[src/rtl/seq_mul_pkg.sv]
package seq_mul_pkg;

    typedef enum logic [1:0] {
        ST_IDLE  = 2'd0,
        ST_SCAN  = 2'd1,
        ST_ACCUM = 2'd2,
        ST_DONE  = 2'd3
    } mul_state_e;

    // Datapath commands issued by the controller for one cycle.
    typedef struct packed {
        logic load;   // capture operands, arm end marker, clear product
        logic scan;   // shift working register only
        logic accum;  // shift working register and update product
        logic count;  // advance the cycle counter
    } mul_ctl_t;

endpackage

[src/rtl/seq_mul_ctrl.sv]
module seq_mul_ctrl
    import seq_mul_pkg::*;
(
    input  logic     clk,
    input  logic     rst_n,
    input  logic     start_i,
    input  logic     mplier_zero_i,
    input  logic     mplier_top_i,
    input  logic     next_top_i,
    input  logic     last_step_i,
    output mul_ctl_t ctl_o,
    output logic     busy_o,
    output logic     done_o
);

    mul_state_e state_q;
    mul_state_e state_d;

    // Next-state logic
    always_comb begin
        state_d = state_q;
        unique case (state_q)
            ST_IDLE: begin
                if (start_i) begin
                    if (mplier_zero_i) begin
                        state_d = ST_DONE;
                    end else if (mplier_top_i) begin
                        state_d = ST_ACCUM;
                    end else begin
                        state_d = ST_SCAN;
                    end
                end
            end
            ST_SCAN: begin
                if (next_top_i) begin
                    state_d = ST_ACCUM;
                end
            end
            ST_ACCUM: begin
                if (last_step_i) begin
                    state_d = ST_DONE;
                end
            end
            ST_DONE: begin
                state_d = ST_IDLE;
            end
            default: begin
                state_d = ST_IDLE;
            end
        endcase
    end

    // State register
    always_ff @(posedge clk) begin
        if (!rst_n) begin
            state_q <= ST_IDLE;
        end else begin
            state_q <= state_d;
        end
    end

    // Output decode
    always_comb begin
        ctl_o  = '0;
        busy_o = 1'b0;
        done_o = 1'b0;
        unique case (state_q)
            ST_IDLE: begin
                ctl_o.load = start_i;
            end
            ST_SCAN: begin
                ctl_o.scan  = 1'b1;
                ctl_o.count = 1'b1;
                busy_o      = 1'b1;
            end
            ST_ACCUM: begin
                ctl_o.accum = 1'b1;
                ctl_o.count = 1'b1;
                busy_o      = 1'b1;
            end
            ST_DONE: begin
                done_o = 1'b1;
            end
            default: begin
                ctl_o = '0;
            end
        endcase
    end

endmodule

[src/rtl/seq_mul_datapath.sv]
module seq_mul_datapath
    import seq_mul_pkg::*;
#(
    parameter int W = 16
) (
    input  logic           clk,
    input  logic           rst_n,
    input  mul_ctl_t       ctl_i,
    input  logic [W-1:0]   mcand_i,
    input  logic [W-1:0]   mplier_i,
    output logic           next_top_o,
    output logic           last_step_o,
    output logic [2*W-1:0] prod_o
);

    localparam int WORK_W = W + 1;
    localparam int PROD_W = 2 * W;

    logic [WORK_W-1:0] work_q;
    logic [W-1:0]      mcand_q;
    logic [PROD_W-1:0] prod_q;
    logic              first_q;

    logic [WORK_W-1:0] work_shl;
    logic [PROD_W-1:0] addend;
    logic [PROD_W-1:0] prod_step;

    assign work_shl = {work_q[WORK_W-2:0], 1'b0};

    // Bit that will sit at the top after this cycle's shift.
    assign next_top_o = work_q[WORK_W-2];

    // After this shift only the end marker remains, now at the top.
    assign last_step_o = (work_shl == {1'b1, {(WORK_W-1){1'b0}}});

    assign addend    = work_q[WORK_W-1] ? {{W{1'b0}}, mcand_q} : '0;
    assign prod_step = {prod_q[PROD_W-2:0], 1'b0} + addend;

    always_ff @(posedge clk) begin
        if (!rst_n) begin
            work_q  <= '0;
            mcand_q <= '0;
            prod_q  <= '0;
            first_q <= 1'b0;
        end else if (ctl_i.load) begin
            work_q  <= {mplier_i, 1'b1};
            mcand_q <= mcand_i;
            prod_q  <= '0;
            first_q <= 1'b1;
        end else if (ctl_i.scan) begin
            work_q <= work_shl;
        end else if (ctl_i.accum) begin
            work_q  <= work_shl;
            first_q <= 1'b0;
            if (first_q) begin
                prod_q <= {{W{1'b0}}, mcand_q};
            end else begin
                prod_q <= prod_step;
            end
        end
    end

    assign prod_o = prod_q;

endmodule

[src/rtl/seq_mul_cycle_cnt.sv]
module seq_mul_cycle_cnt #(
    parameter int CNT_W = 5
) (
    input  logic             clk,
    input  logic             rst_n,
    input  logic             clr_i,
    input  logic             inc_i,
    output logic [CNT_W-1:0] cnt_o
);

    logic [CNT_W-1:0] cnt_q;

    always_ff @(posedge clk) begin
        if (!rst_n) begin
            cnt_q <= '0;
        end else if (clr_i) begin
            cnt_q <= '0;
        end else if (inc_i) begin
            cnt_q <= cnt_q + 1'b1;
        end
    end

    assign cnt_o = cnt_q;

endmodule

[src/rtl/seq_mul_early.sv]
module seq_mul_early
    import seq_mul_pkg::*;
#(
    parameter int W     = 16,
    parameter int CNT_W = $clog2(W + 1)
) (
    input  logic             clk,
    input  logic             rst_n,
    input  logic             start_i,
    input  logic [W-1:0]     mcand_i,
    input  logic [W-1:0]     mplier_i,
    output logic             busy_o,
    output logic             done_o,
    output logic [W-1:0]     prod_lo_o,
    output logic [W-1:0]     prod_hi_o,
    output logic [CNT_W-1:0] cycles_o
);

    mul_ctl_t       ctl;
    logic           next_top;
    logic           last_step;
    logic           mplier_zero;
    logic           mplier_top;
    logic [2*W-1:0] prod;

    assign mplier_zero = (mplier_i == '0);
    assign mplier_top  = mplier_i[W-1];

    seq_mul_ctrl u_ctrl (
        .clk           (clk),
        .rst_n         (rst_n),
        .start_i       (start_i),
        .mplier_zero_i (mplier_zero),
        .mplier_top_i  (mplier_top),
        .next_top_i    (next_top),
        .last_step_i   (last_step),
        .ctl_o         (ctl),
        .busy_o        (busy_o),
        .done_o        (done_o)
    );

    seq_mul_datapath #(.W(W)) u_dp (
        .clk         (clk),
        .rst_n       (rst_n),
        .ctl_i       (ctl),
        .mcand_i     (mcand_i),
        .mplier_i    (mplier_i),
        .next_top_o  (next_top),
        .last_step_o (last_step),
        .prod_o      (prod)
    );

    seq_mul_cycle_cnt #(.CNT_W(CNT_W)) u_cnt (
        .clk   (clk),
        .rst_n (rst_n),
        .clr_i (ctl.load),
        .inc_i (ctl.count),
        .cnt_o (cycles_o)
    );

    assign prod_lo_o = prod[W-1:0];
    assign prod_hi_o = prod[2*W-1:W];

endmodule

[config.mk]
export PLATFORM = sky130hd
export DESIGN_NAME = seq_mul_early
export DESIGN_NICKNAME = d
export VERILOG_FILES = /design/src/rtl/seq_mul_pkg.sv /design/src/rtl/seq_mul_ctrl.sv /design/src/rtl/seq_mul_datapath.sv /design/src/rtl/seq_mul_cycle_cnt.sv /design/src/rtl/seq_mul_early.sv
export SDC_FILE = /design/constraint.sdc
export NUM_CORES = 1
export LEC_CHECK = 0
export BUFFER_PORTS_ARGS = -buffer_cell sky130_fd_sc_hd__buf_2
export CORE_ASPECT_RATIO = 0.75
export CORE_MARGIN = 5
export CORE_UTILIZATION = 55
export CTS_CLUSTER_SIZE = 12
export DETAILED_ROUTE_END_ITERATION = 10
export MAX_ROUTING_LAYER = met4
export PLACE_DENSITY = 0.86
export SLEW_MARGIN = 30
export SYNTH_ARGS = -nofsm -noshare
export SYNTH_HDL_FRONTEND = slang
export SYNTH_SLANG_ARGS = --single-unit
[constraint.sdc]
create_clock -name clk -period 4 [get_ports clk]
set_clock_uncertainty 0.05 [all_clocks]
set_input_delay 0.6 -clock clk [delete_from_list [all_inputs] [get_ports clk]]
set_output_delay 0.6 -clock clk [all_outputs]
set_load 0.02 [all_outputs]
==> metrics.txt <==
outcome complete, no violations; # IOs 74; switching share of power 40.9%; Yosys cell types 55; CORE AREA 7430 µm²; WP data required 4170 ps; post-layout util 65.0%; DR pass1 iterations 4; Worst-path clk slew 80 ps; global-route usage over all layers 22.4%; total clock buffers created by CTS 9; vias in the first global route 3796; pwr/cell area 551 nW/µm²; largest net degree at the start of global routing 49; global-route wire length before repair 17.4 mm; clk sinks 73; Slew Limit Headroom 41.0%; final setup TNS 0 ps; post-layout min period 3100 ps; ys async rst share 0%; post-placement cell area 4640 µm²; Gate Count Post-Synth 500; post-route cell area 4830 µm²; top cells by area, synth dfxtp_1 (35%), nand2_1 (7.4%), ha_1 (6.2%), mux2i_1 (5.7%), o211a_1 (4.3%); RSZ-0062 raised after global routing no; post_cts resized 0; Die Wd 111 µm; hold_ws 402 ps; Final setup violation count 0; Die H 86.0 µm; Seq/Total Area, Yosys 34.5%; NetSw 0.00109 W; Worst path max stage delay 610 ps; nature of the critical path endpoint flop; fin crit share 77.6%; overall power 0.00266 W; die area 9570 µm²; cell taking the most area after synthesis dfxtp_1; MaxCap Viol Count 0; CTS tree done; DP HPWL 7.34 mm; HP Class reg2reg; Crit Path Max Fanout 17; CTS max path bufs 2; Int Pwr 0.00157 W; antenna cells 0; Comb pwr share 40.4%; CP max-delay cell dfxtp_1; final slew viol count 0; Filler Cell Count 619; most common cell in the netlist nand2_1; Post-Syn Nets 557; Yosys reg bits 73; Worst VDD drop 0.496 mV; most instantiated cells after synthesis nand2_1 (83), dfxtp_1 (73), o21ai_0 (31); Main synth FF type dfxtp_1; post-synth top area share 34.5%; Synth Cell Area 4230 µm²; Syn. warnings 0; Starting Density 56.9%; Root Buffer clkbuf_8; power share of the clock group 20.3%; cts hold-fix bufs 0; Antenna Nets Post-Route 0; max frequency 0.322 GHz; P_leak 2.16 nW; Hold Fails Final Rpt 0; Worst setup SP type flop; share of layout cells above drive strength 1 18.4%; EDFF count, synth 0; Avg WL per Cell 15.3 µm; Worst EP arrival 3270 ps; aggregate global routing overflow 0; area grow syn2layout 14.1%; Mapped Avg Cell Area 8.46 µm²; sequential power share 39.3%; worst-path cell chain and2_1 -> ha_1 -> inv_1 -> fa_1 -> and2b_1 -> o211ai_1 -> a211oi_4 -> o21bai_4 -> a2111oi_2 -> xnor2_1 -> o21ai_1; Vias/cell 5.76; # H-tree levels 3; Slew @ Worst Pin 883 ps; routability cong. 0.922; DR DRC count 0; Detailed Route Iter0 Violations 246; DR vias 3833; initial antenna violation count 0; PortBufs 73; nets@finish 617; Routed WL 10.2 mm; FP Rows 27; # Post-CTS Setup Buffers 0; Skew-Pair Late Insertion Delay 340 ps; kind of critical path reg2reg
==> area by class of cell <==
cell class / instances / area [µm²] / share of cell area (%)
Tap cell: 101 / 126 / 2.62
Sequential cell: 73 / 1460 / 30.3
Inverter: 16 / 60.1 / 1.24
Timing Repair Buffer: 76 / 388 / 8.03
Multi-Input combinational cell: 384 / 2610 / 54.1
Clock inverter: 3 / 23.8 / 0.492
Clock buffer: 13 / 159 / 3.29
==> per-stage QoR <==
| step | instances | worst slack, ps |
|---|---|---|
| floorplan | 500 | 1160 |
| global placement | 650 | 993 |
| detailed placement | 650 | 880 |
| CTS | 666 | 878 |
| global route | 666 | 614 |
| finish | 666 | 898 |
==> metal layers <==
metal	global-route usage [%]	share of wire (%)	vias to the layer above
met1	29.1	47	1788
met2	34.1	46	130
li1	-	-	1893
met3	4.87	5.7	22
met4	8.95	2.0	0
met5	-	0	-
==> state kept, by name (all words and copies together) (netlist names) <==
signal	count
u_dp.prod_o	32
u_ctrl.state_q	2
u_dp.work_q	17
u_dp.first_q	1
u_dp.mcand_q	16
u_cnt.cnt_o	5
==> power by group through the flow <==
| stage | clock network [W] | registers, W | logic, W |
|---|---|---|---|
| 2_1_floorplan | 0 | 0.00104 | 0.000816 |
| 3_3_place_gp | 0 | 0.00105 | 0.00101 |
| 3_5_place_dp | 0 | 0.00106 | 0.00105 |
| 4_1_cts | 0.000550 | 0.00104 | 0.00107 |
| 5_1_grt | 0.000582 | 0.00107 | 0.00119 |
| 6_report | 0.000540 | 0.00104 | 0.00108 |
==> worst max-delay path, delay by kind of cell, from the launching register on <==
kind	cells	cell delay, ps
AO/OA/AOI/OAI	5	1110
flip-flops	1	610
adder cells (fa/ha/maj)	2	510
AND/OR/NAND/NOR	2	460
XOR/XNOR	1	160
buffers and inverters	1	60
==> path summary, 6_finish.rpt <==
check,startpoint,endpoint,slack [ps],depth (start not counted)
worst max-delay path,u_dp.work_q[16]$_SDFFE_PN0P_,u_dp.prod_o[25]$_SDFFE_PP0P_,900,11
worst max register to register,u_dp.work_q[16]$_SDFFE_PN0P_,u_dp.prod_o[25]$_SDFFE_PP0P_,900,11
worst min register to register,u_dp.prod_o[31]$_SDFFE_PP0P_,u_dp.prod_o[31]$_SDFFE_PP0P_,400,2
worst min-delay path,u_dp.prod_o[31]$_SDFFE_PP0P_,u_dp.prod_o[31]$_SDFFE_PP0P_,400,2
==> cells in the final DEF (no fill, tap or decap), types with 6 or more instances in the layout <==
cell type / count
a211oi_1: 7
a21boi_0: 17
a21o_1: 6
a21oi_1: 30
and2_1: 20
buf_2: 73
clkbuf_8: 11
dfxtp_1: 73
ha_1: 20
inv_1: 16
mux2i_1: 24
nand2_1: 83
nand3_1: 6
nand4_1: 7
nor2_1: 20
nor3_1: 8
nor4_1: 6
o211a_1: 18
o21ai_0: 31
xnor2_1: 18
xor2_1: 14
==> kinds of logic after synthesis <==
| group | synth area share [%] |
|---|---|
| AO/OA/AOI/OAI | 23.7 |
| flip-flops | 34.5 |
| AND/OR/NAND/NOR | 18.9 |
| adder cells (fa/ha/maj) | 6.68 |
| multiplexers | 5.68 |
| XOR/XNOR | 6.62 |
| buffers and inverters | 3.84 |
Power figures use the tool's default switching activity.
